$ cat src/rtl/sg_walk_pkg.sv
package sg_walk_pkg;

  typedef enum logic [2:0] {
    ST_IDLE, ST_ATTR, ST_ADDR, ST_DECODE, ST_RD, ST_PUSH, ST_RXWAIT, ST_WR
  } walkState_e;

  typedef enum logic [1:0] {
    SEL_DESC_LO, SEL_DESC_HI, SEL_BUF
  } addrSel_e;

  localparam logic [1:0] ACT_NOP  = 2'd0;
  localparam logic [1:0] ACT_RSVD = 2'd1;
  localparam logic [1:0] ACT_XFER = 2'd2;
  localparam logic [1:0] ACT_LINK = 2'd3;

  localparam int DESC_BYTES = 8;
  localparam int WORD_BYTES = 4;

  typedef struct packed {
    logic     loadBase;
    logic     latchAttr;
    logic     latchAddr;
    logic     nextDesc;
    logic     followLink;
    logic     loadCount;
    logic     stepWord;
    logic     capMem;
    logic     capRx;
    addrSel_e addrSel;
  } dpCtl_t;

endpackage

$ cat src/rtl/sg_walk_datapath.sv
module sg_walk_datapath
  import sg_walk_pkg::*;
#(
  parameter int AW = 32,
  parameter int LW = 16
) (
  input  logic          clk,
  input  logic          rstN,
  input  dpCtl_t        ctl,
  input  logic [AW-1:0] baseAddr,
  input  logic [31:0]   memRdata,
  input  logic [31:0]   rxData,
  output logic [AW-1:0] memAddr,
  output logic [31:0]   dataReg,
  output logic          attrValid,
  output logic          attrEnd,
  output logic          attrIrq,
  output logic [1:0]    attrAct,
  output logic          misaligned,
  output logic          lastWord
);
  localparam int CW = LW - 1;
  localparam logic [CW-1:0] FULL_WORDS = CW'(1) << (LW - 2);

  logic [AW-1:0] descAddr;
  logic [AW-1:0] bufAddr;
  logic [31:0]   attrReg;
  logic [CW-1:0] wordsLeft;
  logic [LW-1:0] lenField;

  assign lenField   = attrReg[16 +: LW];
  assign attrValid  = attrReg[0];
  assign attrEnd    = attrReg[1];
  assign attrIrq    = attrReg[2];
  assign attrAct    = attrReg[5:4];
  assign misaligned = (bufAddr[1:0] != 2'b00) || (lenField[1:0] != 2'b00);
  assign lastWord   = (wordsLeft == CW'(1));

  always_comb begin
    case (ctl.addrSel)
      SEL_DESC_LO: memAddr = descAddr;
      SEL_DESC_HI: memAddr = descAddr + AW'(WORD_BYTES);
      default:     memAddr = bufAddr;
    endcase
  end

  always_ff @(posedge clk) begin
    if (!rstN) begin
      descAddr  <= '0;
      bufAddr   <= '0;
      attrReg   <= '0;
      wordsLeft <= '0;
      dataReg   <= '0;
    end else begin
      if (ctl.loadBase)        descAddr <= baseAddr;
      else if (ctl.followLink) descAddr <= bufAddr;
      else if (ctl.nextDesc)   descAddr <= descAddr + AW'(DESC_BYTES);

      if (ctl.latchAttr) attrReg <= memRdata;

      if (ctl.latchAddr)     bufAddr <= memRdata[AW-1:0];
      else if (ctl.stepWord) bufAddr <= bufAddr + AW'(WORD_BYTES);

      if (ctl.loadCount)
        wordsLeft <= (lenField[LW-1:2] == '0) ? FULL_WORDS : CW'(lenField[LW-1:2]);
      else if (ctl.stepWord)
        wordsLeft <= wordsLeft - CW'(1);

      if (ctl.capMem)     dataReg <= memRdata;
      else if (ctl.capRx) dataReg <= rxData;
    end
  end
endmodule

$ cat src/rtl/sg_walk_control.sv
module sg_walk_control
  import sg_walk_pkg::*;
(
  input  logic   clk,
  input  logic   rstN,
  input  logic   start,
  input  logic   toCard,
  input  logic   memReady,
  input  logic   txReady,
  input  logic   rxValid,
  input  logic   attrValid,
  input  logic   attrEnd,
  input  logic   attrIrq,
  input  logic [1:0] attrAct,
  input  logic   misaligned,
  input  logic   lastWord,
  output dpCtl_t ctl,
  output logic   memValid,
  output logic   memWe,
  output logic   txValid,
  output logic   rxReady,
  output logic   busy,
  output logic   done,
  output logic   dmaIrq,
  output logic   walkErr
);
  walkState_e state, stateNext;
  logic dirQ;
  logic doneNext, irqNext, errNext;
  logic complete;

  always_comb begin
    ctl       = '0;
    ctl.addrSel = SEL_BUF;
    stateNext = state;
    memValid  = 1'b0;
    memWe     = 1'b0;
    txValid   = 1'b0;
    rxReady   = 1'b0;
    doneNext  = 1'b0;
    irqNext   = 1'b0;
    errNext   = 1'b0;
    complete  = 1'b0;

    case (state)
      ST_IDLE: if (start) begin
        ctl.loadBase = 1'b1;
        stateNext    = ST_ATTR;
      end
      ST_ATTR: begin
        memValid    = 1'b1;
        ctl.addrSel = SEL_DESC_LO;
        if (memReady) begin
          ctl.latchAttr = 1'b1;
          stateNext     = ST_ADDR;
        end
      end
      ST_ADDR: begin
        memValid    = 1'b1;
        ctl.addrSel = SEL_DESC_HI;
        if (memReady) begin
          ctl.latchAddr = 1'b1;
          stateNext     = ST_DECODE;
        end
      end
      ST_DECODE: begin
        if (!attrValid || attrAct == ACT_RSVD) begin
          errNext   = 1'b1;
          stateNext = ST_IDLE;
        end else if (attrAct == ACT_XFER) begin
          if (misaligned) begin
            errNext   = 1'b1;
            stateNext = ST_IDLE;
          end else begin
            ctl.loadCount = 1'b1;
            stateNext     = dirQ ? ST_RD : ST_RXWAIT;
          end
        end else begin
          complete = 1'b1;
        end
      end
      ST_RD: begin
        memValid = 1'b1;
        if (memReady) begin
          ctl.capMem = 1'b1;
          stateNext  = ST_PUSH;
        end
      end
      ST_PUSH: begin
        txValid = 1'b1;
        if (txReady) begin
          ctl.stepWord = 1'b1;
          if (lastWord) complete  = 1'b1;
          else          stateNext = ST_RD;
        end
      end
      ST_RXWAIT: begin
        rxReady = 1'b1;
        if (rxValid) begin
          ctl.capRx = 1'b1;
          stateNext = ST_WR;
        end
      end
      ST_WR: begin
        memValid = 1'b1;
        memWe    = 1'b1;
        if (memReady) begin
          ctl.stepWord = 1'b1;
          if (lastWord) complete  = 1'b1;
          else          stateNext = ST_RXWAIT;
        end
      end
      default: stateNext = ST_IDLE;
    endcase

    if (complete) begin
      irqNext = attrIrq;
      if (attrAct == ACT_LINK) ctl.followLink = 1'b1;
      else                     ctl.nextDesc   = 1'b1;
      if (attrEnd) begin
        doneNext  = 1'b1;
        stateNext = ST_IDLE;
      end else begin
        stateNext = ST_ATTR;
      end
    end
  end

  always_ff @(posedge clk) begin
    if (!rstN) begin
      state   <= ST_IDLE;
      dirQ    <= 1'b0;
      done    <= 1'b0;
      dmaIrq  <= 1'b0;
      walkErr <= 1'b0;
    end else begin
      state   <= stateNext;
      if (state == ST_IDLE && start) dirQ <= toCard;
      done    <= doneNext;
      dmaIrq  <= irqNext;
      walkErr <= errNext;
    end
  end

  assign busy = (state != ST_IDLE);
endmodule

$ cat src/rtl/sg_desc_walker.sv
module sg_desc_walker
  import sg_walk_pkg::*;
#(
  parameter int AW = 32,
  parameter int LW = 16
) (
  input  logic          clk,
  input  logic          rstN,
  input  logic          start,
  input  logic          toCard,
  input  logic [AW-1:0] baseAddr,
  output logic          memValid,
  output logic          memWe,
  output logic [AW-1:0] memAddr,
  output logic [31:0]   memWdata,
  input  logic [31:0]   memRdata,
  input  logic          memReady,
  output logic          txValid,
  output logic [31:0]   txData,
  input  logic          txReady,
  input  logic          rxValid,
  input  logic [31:0]   rxData,
  output logic          rxReady,
  output logic          busy,
  output logic          done,
  output logic          dmaIrq,
  output logic          walkErr
);
  dpCtl_t     ctl;
  logic [31:0] dataReg;
  logic       attrValid, attrEnd, attrIrq, misaligned, lastWord;
  logic [1:0] attrAct;

  sg_walk_datapath #(.AW(AW), .LW(LW)) dp (
    .clk(clk), .rstN(rstN), .ctl(ctl), .baseAddr(baseAddr),
    .memRdata(memRdata), .rxData(rxData), .memAddr(memAddr), .dataReg(dataReg),
    .attrValid(attrValid), .attrEnd(attrEnd), .attrIrq(attrIrq), .attrAct(attrAct),
    .misaligned(misaligned), .lastWord(lastWord)
  );

  sg_walk_control ctrl (
    .clk(clk), .rstN(rstN), .start(start), .toCard(toCard), .memReady(memReady),
    .txReady(txReady), .rxValid(rxValid), .attrValid(attrValid), .attrEnd(attrEnd),
    .attrIrq(attrIrq), .attrAct(attrAct), .misaligned(misaligned), .lastWord(lastWord),
    .ctl(ctl), .memValid(memValid), .memWe(memWe), .txValid(txValid), .rxReady(rxReady),
    .busy(busy), .done(done), .dmaIrq(dmaIrq), .walkErr(walkErr)
  );

  assign memWdata = dataReg;
  assign txData   = dataReg;
endmodule

$ cat config.mk
export PLATFORM = sky130hd
export DESIGN_NAME = sg_desc_walker
export DESIGN_NICKNAME = d
export VERILOG_FILES = /design/src/rtl/sg_walk_pkg.sv /design/src/rtl/sg_walk_datapath.sv /design/src/rtl/sg_walk_control.sv /design/src/rtl/sg_desc_walker.sv
export SDC_FILE = /design/constraint.sdc
export NUM_CORES = 1
export LEC_CHECK = 0
export CORE_MARGIN = 2
export CORE_UTILIZATION = 51
export DETAILED_ROUTE_END_ITERATION = 8
export PLACE_DENSITY = 0.81
export SETUP_SLACK_MARGIN = 0.3
export SLEW_MARGIN = 15
export SYNTH_ARGS = -nofsm -noshare
export SYNTH_HDL_FRONTEND = slang
export SYNTH_SLANG_ARGS = --single-unit
export TNS_END_PERCENT = 20
$ cat constraint.sdc
create_clock -name clk -period 3.7 [get_ports clk]
set_input_delay 0.74 -clock clk [delete_from_list [all_inputs] [get_ports clk]]
set_output_delay 0.74 -clock clk [all_outputs]
set_load 0.02 [all_outputs]
Word level (Yosys, flattened, before mapping)
Index checks and enable logic that the tools add are counted.
Storage, ports and cells
  bits in registers: 150
  latch bits: 0
  RAM bits: 0
  bits in read-only memories: 0
  bits of input ports: 103
  output and inout port bits: 104
  logic and storage cells: 113
  memories: 0
Operators by class
  $add $sub $neg: 4
  multiply operators: 0
  divide/modulo/power cells: 0
  magnitude comparators: 0
  equal/unequal tests: 22
  shift operators: 0
  mux-type cells: 59
  bitwise operators: 0
  reduce and logical (&&, ||, !) cells: 18
Operator list (number)
  32-bit two-way mux: 7
  32-bit by 3-bit adder with 32-bit output, second input constant: 2
  32-bit one-hot mux with 2 select lines: 1
  15-bit two-way mux: 3
  3-bit two-way mux: 13
  32-bit by 4-bit adder with 32-bit output, second input constant: 1
  1-bit two-way mux: 29
  3-bit one-hot mux with 8 select lines: 1
  3-bit by 2-bit != test with 1-bit output, second input constant: 7
  15-bit by 1-bit equality test with 1-bit output, second input constant: 1
  15-bit by 1-bit subtractor with 15-bit output, second input constant: 1
  14-bit logical NOT: 1
  3-bit equality test, second input constant: 4
  10-bit AND reduction: 1
  2-bit nonzero test: 5
  3-bit by 2-bit equality test with 1-bit output, second input constant: 2
  3-bit != test, second input constant: 2
  3-bit nonzero test: 2
  2-bit by 1-bit equality test with 1-bit output, second input constant: 2
  2-bit equality test, second input constant: 2
  2-bit two-way mux: 2
  4-bit by 1-bit != test with 1-bit output, second input constant: 1
  2-bit one-hot mux with 2 select lines: 1
  2-bit AND reduction: 2
  other kinds (9): 10

Logic depth before layout (Yosys ltp)
  depth in word-level cells: 8
  mapped depth: 9
  gate-level depth less buffers: 7

Modules after synthesis
A second synthesis with hierarchy kept.
Second synthesis, totals
  cells, all modules: 1137
  area total of the unflattened synthesis: 8768.4 um^2
By module, submodules not included
  sg_walk_datapath: times used 1, cells each 1038, area each 7981.4 um^2, seq. area each 2642.5 um^2
  sg_walk_control: times used 1, cells each 67, area each 546.8 um^2, seq. area each 140.1 um^2
  sg_desc_walker: times used 1, cells each 32, area each 240.2 um^2, seq. area each 0.0 um^2

Worst setup path before layout
OpenSTA, ideal clock, no wires.
  path kind: register to output
  start: register dp.descAddr[4]
  end: output memAddr[25]
  data arrival time: 2.689 ns
  required time: 2.960 ns
  slack: 0.271 ns
  stages on the path, launching flop included: 7
  path buffers: 1
  cells stage by stage: dfxtp_1 -> ha_1 -> nand4_1 -> nor4_2 -> clkbuf_1 -> nand2_1 -> o311ai_0
Between the ends
  longest elaborated chain between the ends: 2
Ends and longest elaborated chain
  from (decl): RTL line sg_walk_datapath.sv:25  | logic [AW-1:0] descAddr;
  from (signal assigned): RTL line sg_walk_datapath.sv:55  | if (ctl.loadBase) descAddr <= baseAddr;
  from (signal assigned): RTL line sg_walk_datapath.sv:56  | else if (ctl.followLink) descAddr <= bufAddr;
  from (signal assigned): RTL line sg_walk_datapath.sv:57  | else if (ctl.nextDesc) descAddr <= descAddr + AW'(DESC_BYTES);
  32-bit by 3-bit adder with 32-bit output: RTL line sg_walk_datapath.sv:42  | SEL_DESC_HI: memAddr = descAddr + AW'(WORD_BYTES);
  32-bit one-hot mux with 2 select lines: RTL line sg_walk_datapath.sv:40  | case (ctl.addrSel)
  to (decl): RTL line sg_desc_walker.sv:14  | output logic [AW-1:0] memAddr,
Every way passes these cells.

Worst setup path in the final report
  start: register dp.descAddr[16]
  end: output memAddr[29]
Same word-level chain as after synthesis.

==> results <==
synth_stat cells, types with 8 or more instances:
master and instances:
a211oi_1 18, a21oi_1 79, a221o_1 8, a311oi_1 37, a31oi_1 34, and2_1 13
and3_1 21, buf_2 10, buf_4 34, clkbuf_1 103, dfxtp_1 139, inv_1 14
nand2_1 184, nand3_1 77, nand4_1 36, nor2_1 111, nor3_1 29, nor4_1 9
o211ai_1 11, o21ai_0 78, o311ai_0 15, o31ai_1 8, or2_2 9, or3_1 9
xor2_1 15
area by class of cell:
cell class	instances	area (um^2)	share of cell area, %
multi-input cells	936	5560	46.8
clock inverters	15	189	1.59
well taps	225	282	2.37
repair buffers	267	2570	21.6
flip-flops and latches	139	2790	23.5
inverters	14	52.6	0.443
clock buffers	17	425	3.58
registers in the layout (all words and copies together) (netlist names):
name / count
dp.dataReg: 32
ctrl.state: 3
dp.descAddr: 32
ctrl.walkErr: 1
dp.attrReg: 21
ctrl.dirQ: 1
ctrl.done: 1
ctrl.dmaIrq: 1
dp.bufAddr: 32
dp.wordsLeft: 15
power groups by stage:
| stage | logic [W] | registers (W) | clock network (W) |
|---|---|---|---|
| 3_5_place_dp | 0.00182 | 0.00198 | 0 |
| 3_3_place_gp | 0.00181 | 0.00197 | 0 |
| 4_1_cts | 0.00184 | 0.00195 | 0.00180 |
| 6_report | 0.00193 | 0.00198 | 0.00180 |
| 5_1_grt | 0.00207 | 0.00200 | 0.00186 |
| 2_1_floorplan | 0.00116 | 0.00181 | 0 |
per-layer routing:
| metal | track usage, % | share of wire (%) | routed length, um | up-vias |
|---|---|---|---|---|
| li1 | - | - | - | 4823 |
| met1 | 48.2 | 39 | 13700 | 5003 |
| met2 | 57.9 | 45 | 15900 | 720 |
| met3 | 8.26 | 12 | 4110 | 121 |
| met4 | 16.4 | 4.3 | 1520 | 0 |
| met5 | 0 | 0 | 0 | - |
worst reg2reg max path, delay by kind of cell, from the launching register on:
| family | cells | cell delay, ps |
|---|---|---|
| buf+inv | 2 | 380 |
| simple gates | 2 | 940 |
| flops | 1 | 330 |
| compound gates | 3 | 1000 |
| fa+ha+maj | 1 | 160 |
worst max-delay path by stage:
stage | slack (ps) | to | from
2_1_floorplan | 310 | memAddr[21] | dp.descAddr[4]$_SDFFE_PN0P_
3_3_place_gp | 280 | memAddr[23] | dp.descAddr[3]$_SDFFE_PN0P_
3_5_place_dp | 260 | memAddr[23] | dp.descAddr[3]$_SDFFE_PN0P_
4_1_cts | 60 | memAddr[17] | dp.descAddr[3]$_SDFFE_PN0P_
5_1_grt | 200 | memAddr[29] | dp.descAddr[15]$_SDFFE_PN0P_
6_report | 330 | memAddr[29] | dp.descAddr[16]$_SDFFE_PN0P_
repair_timing:
action                     CTS  global route
gates cloned                 0             1
resized for setup           25            45
buffers inserted             1             5
pin swaps                    1             1
setup endpoints to repair   32            31
logic make-up (layout without fill, tap and decap cells):
group / count (synthesis) / in the layout / share of synthesized area (%)
AOI/OAI and AO/OA: 354 / 354 / 26.5
xor gates and xnor gates: 22 / 22 / 2.31
adders and majority gates: 5 / 5 / 0.697
and+or+nand+nor: 545 / 546 / 29.9
muxes: 9 / 9 / 1.09
buffers and inverters: 165 / 313 / 8.55
DFF: 139 / 139 / 31.0
stage by stage:
stage,util (%),hold slack (ps)
3_5_place_dp,64.2,448
2_1_floorplan,-,432
5_1_grt,68.9,474
4_1_cts,68.0,457
3_3_place_gp,64.2,443
6_report,68.9,458
==> flow_metrics.py <==
metrics = {
    "finish": {
        "area_growth_pct": 32.2,
        "finalNonFillerCells": 1613,
        "layout-drive-gt1-share_pct": 11.2,
        "final_cell_area_um2": 11900,
        "mostFrequentLayoutCells": "182 x nand2_1, 181 x clkdlybuf4s50_1, 132 x dfxtp_1, 109 x nor2_1, 79 x a21oi_1",
        "layout.cells.most_common": "nand2_1",
        "fillCellCount": 1451,
        "antenna_cells": 0,
        "nNetsFinal": 1483,
    },
    "power_and_ir_drop": {
        "p_clk_share_pct": 31.5,
        "p_int_w": 0.00345,
        "power.total_w": 0.00571,
        "leakage_nw": 4.36,
        "ir_drop_mv": 0.399,
        "p_per_area_nw_per_um2": 481,
        "power_frac_seq_pct": 34.6,
        "p_sw_w": 0.00226,
        "power_frac_comb_pct": 33.9,
        "power_switching_share_pct": 39.6,
    },
    "clock_network": {
        "clk_pin_slew_ps": 70,
        "numCtsBuffers": 17,
        "root_buffer": "clkbuf_16",
        "cts_buffer_depth": 2,
        "clock_latency_ps": 440,
        "cts_max_level": 4,
        "clock_sinks": 139,
        "cts_hold_buf": 0,
        "cts_tree": "built",
    },
    "worst_hold_path": {
        "min_to": "dp.attrReg[16]$_SDFFE_PN0P_",
        "hold_depth": 2,
        "min_from": "dp.attrReg[16]$_SDFFE_PN0P_",
        "hold_path.class": "flop to flop",
    },
    "routing": {
        "ant_nets": 0,
        "drt_drc_violations_left": 0,
        "dr.pass1.iters": 6,
        "via_per_inst": 6.61,
        "first_iter_violations": 1468,
        "vias": 10700,
        "wirelength_um": 35300,
        "wire_per_inst_um": 21.9,
    },
    "logic_synthesis": {
        "async_flop_share_pct": 0,
        "synth.distinct_cells": 72,
        "synth-edff-count": 0,
        "syn_area_um2": 8970,
        "yosys-top-cells-area": "dfxtp_1 31%, nand2_1 7.7%, nor2_1 4.6%, a21oi_1 4.4%, o21ai_0 4.3%",
        "synth-seq-area-share_pct": 31.0,
        "synth_top_cell_area_share_pct": 31.0,
        "ys_ff_latch": 139,
        "syn_nets": 1347,
        "syn_inst": 1239,
        "ys_warn_count": 0,
        "syn_avg_cell_area_um2": 7.24,
        "yosys.area.top_type": "dfxtp_1",
        "synth_ff_type": "dfxtp_1",
    },
    "timing": {
        "worst_pin_slew_ps": 1050,
        "max_freq_mhz": 296,
        "layout_min_cycle_time_ps": 3370,
        "finalClockSkew_ps": 12.2,
        "slew_viol_final": 0,
        "setup_viol": 0,
        "slew_headroom_pct": 29.5,
        "final-hold-violation-count": 0,
        "rsz0062_at_grt": "true",
        "fin_ws_ps": 326,
        "fin_tns_setup_ps": 0,
        "post-route-period-util_pct": 91.2,
    },
    "place": {
        "io_buffers": 206,
        "dpl_cell_area_um2": 11100,
        "hpwl_um": 24800,
        "dp.cells": 1574,
        "pre_cts_slack_ps": 256,
        "place.gp.congestion": 0.983,
    },
    "critical_path": {
        "slowest_stage": "dfxtp_1",
        "crit_top_cell": "nand4_1",
        "crit_buf_inv": 2,
        "cp.depth": 7,
        "endpoint_kind": "output pin",
        "crit_type": "flop to output pin",
        "timing.rr.end": "dp.descAddr[31]$_SDFFE_PN0P_",
        "r2r_slack_ps": 790,
        "r2r_cells": 8,
        "r2r_start": "dp.wordsLeft[1]$_SDFFE_PN0P_",
        "required_ps": 2960,
        "path_max_fanout": 8,
        "start_kind": "flop",
        "critPathMaxStageDelay_ps": 460,
        "path_cells": "nand4_1 > nor4_2 > buf_4 > nand4_1 > a21o_1 > a221o_1 > dlygate4sd2_1",
        "cpLargestDelayFamily": "simple AND/OR/NAND/NOR gates",
        "arrival_ps": 2630,
    },
    "die": {
        "die_h_um": 137,
        "die_x_um": 137,
        "die_area_um2": 18700,
        "rows": 48,
        "core_area_um2": 17200,
        "io_pins": 207,
        "initial_core_util_pct": 52.1,
    },
    "job": {
        "maxCapViolations": 0,
    },
    "global_routing": {
        "grt-ovfl-total": 0,
        "grt_max_degree": 68,
        "grtUsageTotal_pct": 36.8,
        "antenna_found_initial": 0,
        "first_global_vias": 9699,
        "grt_pass1_wl_um": 53300,
    },
    "run_status": {
        "run_status": "finished clean",
    },
}
Power figures use the tool's default switching activity.
